### src/rtl/bss_pkg.sv
package bss_pkg;
  typedef enum logic [1:0] {
    ST_IDLE = 2'd0,
    ST_SCAN = 2'd1,
    ST_PUSH = 2'd2
  } bss_state_t;

  localparam logic [4:0] SEL_SPECIAL = 5'd31;
endpackage

### src/rtl/bss_elem_sel.sv
module bss_elem_sel #(
  parameter int VLEN = 128,
  localparam int NB  = VLEN / 8,
  localparam int EW  = $clog2(NB)
) (
  input  logic [VLEN-1:0] vec,
  input  logic [NB-1:0]   pred,
  input  logic [1:0]      size,
  input  logic [EW-1:0]   elem,
  output logic [7:0]      lane_byte,
  output logic            active,
  output logic            last
);
  logic [7:0]    bytes [NB];
  logic [EW-1:0] byte_off;
  logic [EW:0]   n_elem;

  for (genvar g = 0; g < NB; g++) begin : g_bytes
    assign bytes[g] = vec[g*8 +: 8];
  end

  always_comb begin
    byte_off  = elem << size;
    lane_byte = bytes[byte_off];
    active    = pred[byte_off];
    n_elem    = (EW+1)'(NB) >> size;
    last      = ({1'b0, elem} == n_elem - 1'b1);
  end
endmodule

### src/rtl/bss_wport.sv
module bss_wport (
  input  logic        clk,
  input  logic        rst,
  input  logic        issue,
  input  logic [63:0] addr_in,
  input  logic [7:0]  byte_in,
  input  logic        wr_ready,
  output logic        wr_valid,
  output logic [63:0] wr_addr,
  output logic [7:0]  wr_byte
);
  always_ff @(posedge clk) begin
    if (rst) begin
      wr_valid <= 1'b0;
      wr_addr  <= '0;
      wr_byte  <= '0;
    end else if (issue) begin
      wr_valid <= 1'b1;
      wr_addr  <= addr_in;
      wr_byte  <= byte_in;
    end else if (wr_valid && wr_ready) begin
      wr_valid <= 1'b0;
    end
  end

  AST_HOLD_STABLE: assert property (@(posedge clk) disable iff (rst)
    (wr_valid && !wr_ready) |=> (wr_valid && $stable(wr_addr) && $stable(wr_byte)));
  AST_NO_OVERWRITE: assert property (@(posedge clk) disable iff (rst)
    issue |-> !wr_valid);
endmodule

### src/rtl/bss_seq.sv
module bss_seq
  import bss_pkg::*;
#(
  parameter int EW = 4
) (
  input  logic          clk,
  input  logic          rst,
  input  logic          start,
  input  logic          idx_bad,
  input  logic          active,
  input  logic          last,
  input  logic          wr_fire,
  output logic          load,
  output logic          step,
  output logic          issue,
  output logic [EW-1:0] elem,
  output logic          busy,
  output logic          done,
  output logic          err
);
  bss_state_t state, state_n;
  logic       done_n, err_n;

  always_comb begin
    state_n = state;
    load    = 1'b0;
    step    = 1'b0;
    issue   = 1'b0;
    done_n  = 1'b0;
    err_n   = 1'b0;
    unique case (state)
      ST_IDLE: if (start) begin
        if (idx_bad) err_n = 1'b1;
        else begin
          load    = 1'b1;
          state_n = ST_SCAN;
        end
      end
      ST_SCAN: if (active) begin
        issue   = 1'b1;
        state_n = ST_PUSH;
      end else if (last) begin
        done_n  = 1'b1;
        state_n = ST_IDLE;
      end else begin
        step = 1'b1;
      end
      ST_PUSH: if (wr_fire) begin
        if (last) begin
          done_n  = 1'b1;
          state_n = ST_IDLE;
        end else begin
          step    = 1'b1;
          state_n = ST_SCAN;
        end
      end
      default: state_n = ST_IDLE;
    endcase
  end

  always_ff @(posedge clk) begin
    if (rst) begin
      state <= ST_IDLE;
      elem  <= '0;
      done  <= 1'b0;
      err   <= 1'b0;
    end else begin
      state <= state_n;
      done  <= done_n;
      err   <= err_n;
      if (load)      elem <= '0;
      else if (step) elem <= elem + 1'b1;
    end
  end

  assign busy = (state != ST_IDLE);

  AST_DONE_PULSE: assert property (@(posedge clk) disable iff (rst)
    done |=> !done);
  AST_ERR_PULSE: assert property (@(posedge clk) disable iff (rst)
    err |=> !err);
  AST_ERR_STAYS_IDLE: assert property (@(posedge clk) disable iff (rst)
    err |-> (!busy && !done));
  AST_BUSY_IGNORES_START: assert property (@(posedge clk) disable iff (rst)
    (busy && start && !step) |=> $stable(elem));
endmodule

### src/rtl/byte_scatter_store.sv
module byte_scatter_store
  import bss_pkg::*;
#(
  parameter int VLEN = 128,
  localparam int NB  = VLEN / 8,
  localparam int EW  = $clog2(NB)
) (
  input  logic            clk,
  input  logic            rst,
  input  logic            start,
  input  logic [1:0]      size_code,
  input  logic [VLEN-1:0] vec_data,
  input  logic [NB-1:0]   pred,
  input  logic [4:0]      base_sel,
  input  logic [4:0]      idx_sel,
  input  logic [63:0]     gp_base,
  input  logic [63:0]     sp_base,
  input  logic [63:0]     idx_val,
  output logic            wr_valid,
  input  logic            wr_ready,
  output logic [63:0]     wr_addr,
  output logic [7:0]      wr_byte,
  output logic            busy,
  output logic            done,
  output logic            err
);
  logic [VLEN-1:0] vec_q;
  logic [NB-1:0]   pred_q;
  logic [1:0]      size_q;
  logic [63:0]     addr_q;
  logic            load, step, issue, active, last;
  logic [EW-1:0]   elem;
  logic [7:0]      lane_byte;

  always_ff @(posedge clk) begin
    if (rst) begin
      vec_q  <= '0;
      pred_q <= '0;
      size_q <= '0;
      addr_q <= '0;
    end else if (load) begin
      vec_q  <= vec_data;
      pred_q <= pred;
      size_q <= size_code;
      addr_q <= ((base_sel == SEL_SPECIAL) ? sp_base : gp_base) + idx_val;
    end else if (step) begin
      addr_q <= addr_q + 64'd1;
    end
  end

  bss_elem_sel #(.VLEN(VLEN)) u_sel (
    .vec(vec_q), .pred(pred_q), .size(size_q), .elem(elem),
    .lane_byte(lane_byte), .active(active), .last(last)
  );

  bss_seq #(.EW(EW)) u_seq (
    .clk(clk), .rst(rst), .start(start), .idx_bad(idx_sel == SEL_SPECIAL),
    .active(active), .last(last), .wr_fire(wr_valid && wr_ready),
    .load(load), .step(step), .issue(issue), .elem(elem),
    .busy(busy), .done(done), .err(err)
  );

  bss_wport u_port (
    .clk(clk), .rst(rst), .issue(issue), .addr_in(addr_q), .byte_in(lane_byte),
    .wr_ready(wr_ready), .wr_valid(wr_valid), .wr_addr(wr_addr), .wr_byte(wr_byte)
  );

  AST_ERR_NO_WRITE: assert property (@(posedge clk) disable iff (rst)
    err |-> !wr_valid);
  AST_FIRE_RETIRES: assert property (@(posedge clk) disable iff (rst)
    (wr_valid && wr_ready) |=> !wr_valid);
  AST_VALID_ONLY_BUSY: assert property (@(posedge clk) disable iff (rst)
    wr_valid |-> busy);
endmodule

### config.mk
export PLATFORM = sky130hd
export DESIGN_NAME = byte_scatter_store
export DESIGN_NICKNAME = d
export VERILOG_FILES = /design/src/rtl/bss_pkg.sv /design/src/rtl/bss_elem_sel.sv /design/src/rtl/bss_wport.sv /design/src/rtl/bss_seq.sv /design/src/rtl/byte_scatter_store.sv
export SDC_FILE = /design/constraint.sdc
export NUM_CORES = 1
export LEC_CHECK = 0
export CORE_AREA = 2 2 242 244
export CTS_CLUSTER_SIZE = 14
export DETAILED_ROUTE_END_ITERATION = 10
export DIE_AREA = 0 0 244 246
export PLACE_DENSITY_LB_ADDON = 0.05
export SETUP_SLACK_MARGIN = 0.1
export SLEW_MARGIN = 20
export SYNTH_ARGS = -nofsm -noshare
export SYNTH_HDL_FRONTEND = slang
export SYNTH_SLANG_ARGS = --single-unit
### constraint.sdc
create_clock -name clk -period 5.98 [get_ports clk]
set_input_delay 1.196 -clock clk [delete_from_list [all_inputs] [get_ports clk]]
set_output_delay 1.196 -clock clk [all_outputs]
set_load 0.05 [all_outputs]
==> metrics, run 1 <==
FILL cells=5851; clock power share=0.360; fin area=23270 µm²; clock sink count=291; setup bufs post-CTS=0; CP max stage cell=a2111oi_1; leakage power=8.928 nW; CTS Root Cell=clkbuf_16; Setup Viol. Count Final=0; TritonCTS clock tree=built; RSZ-0062 raised after global routing=no; Crit path required time=6.35 ns; Setup crit start kind=input pin; power per cell area=252.4 nW/µm²; CTS max path bufs=3; synth unique cells=78; crit end category=register; Post-synth ARST share=0; synthesized area per cell=8.238 µm²; Pre-antenna DRT Iters=5; Synthesized Nets=2506; Synth top area share=0.3403; Reg2Reg Capture Point=addr_q[47]$_SDFFE_PP0P_; FMAX=185.1 MHz; status=finished, final reports clean; vias per cell=5.117; P_int=0.004040 W; crit-path max FO=21; routability congestion estimate=0.8705; hold wc startpoint=vec_q[19]$_SDFFE_PP0P_; Worst Clk Skew=0.01761 ns; Final Non-Filler Cells=3231; worst hold path depth=2; kind of critical path=input pin to register; crit path DAT=5.77 ns; Reg clk slew, reported paths=0.06 ns; MaxCap Viol Count=0; Detailed Place HPWL=46.45 mm; combinational fraction of design power=0.254; R2R cell count=9; Primary FF master, synth=dfxtp_1; I/O pin total=428; Cell Rows=88; # resized after CTS=0; via count=16530; final worst path period need=5.401 ns; ANT nets after route=0; number of DRC markers in iteration 0=1023; Slew HR=0.3607; EDFF count, synth=0; total core area=57370 µm²; clk_lat worst skew=0.53 ns; WL per Instance=19.07 µm; Area Growth Syn to Fin=35.95%; DRC viols=0; Placed Area=22130 µm²; Final Hold Vio Count=0; WHS Endpoint=vec_q[19]$_SDFFE_PP0P_; nets@finish=2867; first-pass GRT wire length=94.59 mm; VDD IR-drop max=0.1782 mV; # hold bufs at CTS=0; Reg power frac=0.386; FF+latch area=5826 µm²; placed insts=3167; Cells after Synth=2078; flop2flop setup slack=2.10 ns; Synth area leader=dfxtp_1; Die Y=246 µm; synthesized area=17120 µm²; Top delay family on crit path=compound AO/OA/AOI/OAI gates; hold_ws=0.4495 ns; Global Route Usage Sum=0.1983; sequential share of the synthesized area=0.3403; P_sw=0.001835 W; antenna violations before repair=2; layout cell share with drive strength beyond 1=0.08195; grt ovf=0; fin crit share=0.9033; vias in the first global route=16340; total CTS buffers=35; H-tree levels=2; Die W=244 µm; multi-input combinational cell area=10730 µm²; Slew Limit Fails=0; Worst-Margin Slew=0.9569 ns; wirelength, routed=61.63 mm; setup TNS=0 ns; synth top area cells=dfxtp_1 34%, nand2_1 8.7%, a21oi_1 7.8%; Sw Ratio=0.3123; Initial Utilization=0.2984; synthesis-stage register bit count=291; full die area=60020 µm²; Worst path max stage delay=0.86 ns; r2r startpoint=size_q[0]$_SDFFE_PP0P_; largest net degree at the start of global routing=160; CP bufs+invs=2; stages on the worst setup path=16; YS warnings=0; number of buffers added on ports=427; Hold Path Class=register to register; Critical Path, Cell by Cell=clkdlybuf4s50_1, and3_1, nand3_4, mux2_2, ha_1, inv_1, fa_1, nor2b_1, o2111a_1, o2111ai_1, a31oi_1, a2111oi_1, nor3_1, a2111oi_2, mux2i_1, a211oi_1
[placed cells by master, fill, tap and decap left out, types with 36 or more instances in the layout]
| cell type | synthesis | final |
|---|---|---|
| dfxtp_1 | 291 | 291 |
| nor2_1 | 155 | 154 |
| a211oi_1 | 44 | 44 |
| xor2_1 | 66 | 66 |
| mux2i_1 | 73 | 73 |
| ha_1 | 75 | 75 |
| clkdlybuf4s50_1 | 0 | 426 |
| nand2_1 | 399 | 398 |
| clkbuf_16 | 0 | 36 |
| o21ai_0 | 53 | 53 |
| a21oi_1 | 266 | 265 |
| xnor2_1 | 47 | 47 |
| mux2_2 | 64 | 64 |
[cells in the mapped netlist (15+ instances only)]
library cell,number
a21oi_1,266
clkbuf_1,106
mux2_2,64
a21o_1,24
a31oi_1,15
nand3_1,36
o21ai_0,53
nand2_1,399
ha_1,75
o22ai_1,26
nand4_1,35
a211oi_1,44
mux2i_1,73
dfxtp_1,291
inv_1,34
nor2b_1,16
nor2_1,155
xor2_1,66
o21bai_1,19
and3_1,20
xnor2_1,47
buf_2,16
mux4_2,32
[stage by stage]
stage / power, W / util / setup WS [ns]
floorplan: 0.003188 / - / 1.070
detailed placement: 0.003807 / 0.3858 / -0.06838
CTS: 0.005963 / 0.4056 / 0.4837
global placement: 0.003796 / 0.3858 / 0.06517
finish: 0.005875 / 0.4057 / 0.5786
global route: 0.006208 / 0.4057 / 0.2062
[state kept, by name, indices dropped and copies added, names as in the netlist]
signal,cells
vec_q,128
addr_q,64
u_port.wr_addr,64
pred_q,16
u_port.wr_byte,8
u_seq.elem,4
size_q,2
u_seq.state,2
u_port.wr_valid,1
u_seq.done,1
u_seq.err,1
[worst max path at each step]
| stage | endpoint | slack [ns] | startpoint |
|---|---|---|---|
| 2_1_floorplan | addr_q[59]$_SDFFE_PP0P_ | 1.07 | base_sel[2] |
| 3_3_place_gp | addr_q[62]$_SDFFE_PP0P_ | 0.07 | base_sel[2] |
| 3_5_place_dp | addr_q[62]$_SDFFE_PP0P_ | -0.07 | base_sel[2] |
| 4_1_cts | addr_q[62]$_SDFFE_PP0P_ | 0.48 | base_sel[2] |
| 5_1_grt | addr_q[62]$_SDFFE_PP0P_ | 0.21 | base_sel[0] |
| 6_report | addr_q[62]$_SDFFE_PP0P_ | 0.58 | base_sel[2] |
[layer usage]
metal  GRT usage  part of all wire  vias to the layer above
li1            -                 -                     8130
met1      0.2721              0.46                     7927
met2      0.3220              0.46                      395
met3     0.03268             0.048                       80
met4     0.05237             0.024                        2
met5           0           0.00026                        -
[kinds of logic after synthesis]
| logic type | synth area share |
|---|---|
| AND/OR/NAND/NOR | 0.1865 |
| AO/OA/AOI/OAI | 0.1934 |
| flip-flops | 0.3403 |
| multiplexers | 0.1286 |
| buffers and inverters | 0.03735 |
| XOR/XNOR | 0.05781 |
| adder cells (fa/ha/maj) | 0.05599 |
[area by class of cell]
cell class              instances  area share
multi-input cells            1624      0.4608
inverters                      34    0.005484
clock buffers                  57     0.04554
repair buffers                453      0.1934
clock inverters                 6    0.003172
well taps                     765     0.04113
diodes                          1   0.0001075
flip-flops and latches        291      0.2503
[worst reg2reg max path: cells and delay by family (launching register included)]
family,cells,cell delay [ns]
DFF,1,0.68
AOI/OAI and AO/OA,4,1.58
and+or+nand+nor,3,0.78
muxes,2,0.76
[power groups by stage]
stage               Combinational (W)  Sequential [W]  Clock (W)
finish                        0.00149         0.00227    0.00212
global route                  0.00165         0.00229    0.00227
CTS                           0.00151         0.00226    0.00219
detailed placement            0.00150         0.00231          0
global placement              0.00149         0.00230          0
floorplan                    0.000910         0.00228          0
(Power assumes the default switching activity.)
==> run 2: changes to the inputs <==
--- a/config.mk
+++ b/config.mk
@@ -5,10 +5,10 @@
 export SDC_FILE = /design/constraint.sdc
 export NUM_CORES = 1
 export LEC_CHECK = 0
-export CORE_AREA = 2 2 242 244
+export CORE_AREA = 2 2 289 205
 export CTS_CLUSTER_SIZE = 14
 export DETAILED_ROUTE_END_ITERATION = 10
-export DIE_AREA = 0 0 244 246
+export DIE_AREA = 0 0 291 207
 export PLACE_DENSITY_LB_ADDON = 0.05
 export SETUP_SLACK_MARGIN = 0.1
 export SLEW_MARGIN = 20
==> metrics, run 2 (synthesized netlist as in run 1, its figures left out) <==
Setup crit start kind=input pin (unchanged); fin crit share=0.8761 (was 0.9033); first-pass GRT wire length=96.80 mm (was 94.59 mm); Worst-Margin Slew=1.050 ns (was 0.9569 ns); antenna violations before repair=3 (was 2); Reg clk slew, reported paths=0.06 ns (about the same); Cell Rows=74 (was 88); clk_lat worst skew=0.57 ns (was 0.53 ns); RSZ-0062 raised after global routing=no (unchanged); vias per cell=5.115 (was 5.117); Setup Viol. Count Final=0 (unchanged); # resized after CTS=0 (unchanged); met1 Use GR=0.3024 (was 0.2721); setup bufs post-CTS=0 (unchanged); total CTS buffers=31 (was 35); combinational fraction of design power=0.256 (was 0.254); clock sink count=291 (unchanged); Worst Clk Skew=0.01490 ns (was 0.01761 ns); final worst path period need=5.239 ns (was 5.401 ns); DRC viols=0 (unchanged); Top reg by flops=vec_q (unchanged); # hold bufs at CTS=0 (unchanged); vias in the first global route=16130 (was 16340); full die area=60240 µm² (was 60020 µm²); Detailed Place HPWL=47.68 mm (was 46.45 mm); Slew Limit Fails=0 (unchanged); setup TNS=0 ns (unchanged); number of buffers added on ports=427 (unchanged); power per cell area=253.0 nW/µm² (was 252.4 nW/µm²); via count=16480 (was 16530); CP most frequent cell=nor4_1; CP max stage cell=nor4_1 (was a2111oi_1); Final Hold Vio Count=0 (unchanged); most frequent cells in the layout=426 x clkdlybuf4s50_1, 398 x nand2_1, 291 x dfxtp_1, 266 x a21oi_1, 154 x nor2_1 (was 426 x clkdlybuf4s50_1, 398 x nand2_1, 291 x dfxtp_1, 265 x a21oi_1, 154 x nor2_1); Global Route Usage Sum=0.2026 (was 0.1983); ANT nets after route=0 (unchanged); largest net degree at the start of global routing=173 (was 160); kind of critical path=input pin to register (unchanged); GRT met3 Usage=0.03283 (was 0.03268); routability congestion estimate=0.9006 (was 0.8705); top flop regs=vec_q x128, addr_q x64, u_port.wr_addr x64 (unchanged); TritonCTS clock tree=built (unchanged); P_int=0.004044 W (was 0.004040 W); CTS Root Cell=clkbuf_16 (unchanged); H-tree levels=1 (was 2); FMAX=190.9 MHz (was 185.1 MHz); clock power share=0.357 (was 0.360); met2 usage=0.3091 (was 0.3220); Area Growth Syn to Fin=35.73% (was 35.95%); wirelength, routed=63.30 mm (was 61.63 mm); Slew HR=0.2977 (was 0.3607); number of DRC markers in iteration 0=1013 (was 1023); fin area=23240 µm² (was 23270 µm²); crit end category=register (unchanged); I/O pin total=428 (unchanged); Top delay family on crit path=compound AO/OA/AOI/OAI gates (unchanged); Final Power=0.005878 W (was 0.005875 W); crit path DAT=5.75 ns (was 5.77 ns); status=finished, final reports clean (unchanged); nets@finish=2863 (was 2867); leakage power=8.914 nW (was 8.928 nW); Worst path max stage delay=0.58 ns (was 0.86 ns); Die W=291 µm (was 244 µm); MaxCap Viol Count=0 (unchanged); WL per Instance=19.65 µm (was 19.07 µm); Initial Utilization=0.2968 (was 0.2984); Critical Path, Cell by Cell=clkdlybuf4s50_1, and3_1, nand3_4, buf_12, mux2_2, ha_1, nand2_1, nor4_1, inv_1, nor4_1, a41oi_1, buf_4, o31ai_4, a21oi_1, a2111oi_0, a221o_1 (was clkdlybuf4s50_1, and3_1, nand3_4, mux2_2, ha_1, inv_1, fa_1, nor2b_1, o2111a_1, o2111ai_1, a31oi_1, a2111oi_1, nor3_1, a2111oi_2, mux2i_1, a211oi_1); busiest grt layer=met2 (unchanged); layout cell share with drive strength beyond 1=0.08093 (was 0.08195); Crit path required time=6.49 ns (was 6.35 ns); CP bufs+invs=4 (was 2); VDD IR-drop max=0.2068 mV (was 0.1782 mV); Reg power frac=0.387 (was 0.386); total core area=57680 µm² (was 57370 µm²); Die Y=207 µm (was 246 µm); grt ovf=0 (unchanged); commonest non-fill, non-tap cell in the layout=clkdlybuf4s50_1 (unchanged); max FFs per register=128 (unchanged); Placed Area=22140 µm² (was 22130 µm²); P_sw=0.001834 W (was 0.001835 W); Hold Path Class=register to register (unchanged); Sw Ratio=0.3120 (was 0.3123); crit-path max FO=38 (was 21); CTS max path bufs=3 (unchanged); Pre-antenna DRT Iters=6 (was 5)
run 2: changes by cell type in the layout (fill, tap and decap cells not counted):
cell / previous run / this run
inv_6: 1 / 0
buf_12: 2 / 3
diode_2: 1 / 3
clkinvlp_4: 0 / 1
bufinv_16: 1 / 5
a21oi_2: 3 / 2
clkbuf_1: 13 / 9
clkbuf_16: 36 / 31
buf_6: 1 / 0
a21oi_1: 265 / 266
clkinv_2: 2 / 3
clkinv_8: 1 / 0
clkinv_4: 1 / 0
run 2: through the flow:
| stage | worst slack (ns) | util | instances | hold slack [ns] |
|---|---|---|---|---|
| final | 0.7406 | 0.4028 | 3222 | 0.4524 |
| after global routing | 0.4132 | 0.4028 | 3222 | 0.4674 |
| after CTS | 0.8768 | 0.4027 | 3219 | 0.4542 |
| after detailed placement | 0.2668 | 0.3838 | 3162 | 0.4453 |
| after global placement | 0.3138 | 0.3838 | 3162 | 0.4406 |
| after floorplan | 1.070 | - | 2078 | 0.4318 |
run 2: cell type report:
class / count / area, µm²
Multi-Input combinational cell: 1624 / 10720
Antenna cell: 3 / 7.507
Fill cell: 5846 / 34450
Sequential cell: 291 / 5826
Clock buffer: 48 / 919.6
Inverter: 34 / 127.6
Clock inverter: 9 / 172.7
Tap cell: 760 / 950.9
Timing Repair Buffer: 453 / 4511
run 2: worst min-delay path, cell delays in order, from the launching register on:
cell	delay, ns
dfxtp_1	0.31
nand2_1	0.05
a21oi_1	0.05
run 2: final timing paths:
check | start | end | slack [ns] | cells past startpoint
max | base_sel[2] | addr_q[59]$_SDFFE_PP0P_ | 0.74 | 16
min | vec_q[126]$_SDFFE_PP0P_ | vec_q[126]$_SDFFE_PP0P_ | 0.45 | 2
max reg2reg | size_q[0]$_SDFFE_PP0P_ | addr_q[52]$_SDFFE_PP0P_ | 1.91 | 10
min reg2reg | vec_q[126]$_SDFFE_PP0P_ | vec_q[126]$_SDFFE_PP0P_ | 0.45 | 2
run 2: power by group through the flow:
stage | Sequential, W | Combinational (W) | Clock, W
floorplan | 0.00228 | 0.000910 | 0
global placement | 0.00231 | 0.00150 | 0
detailed placement | 0.00231 | 0.00151 | 0
CTS | 0.00227 | 0.00151 | 0.00216
global route | 0.00230 | 0.00166 | 0.00223
finish | 0.00227 | 0.00151 | 0.00210
run 2: per-layer routing:
layer	wire length (µm)	share of wire
met2	27620	0.44
met1	31750	0.50
met4	819	0.013
met3	3110	0.049
met5	0	0
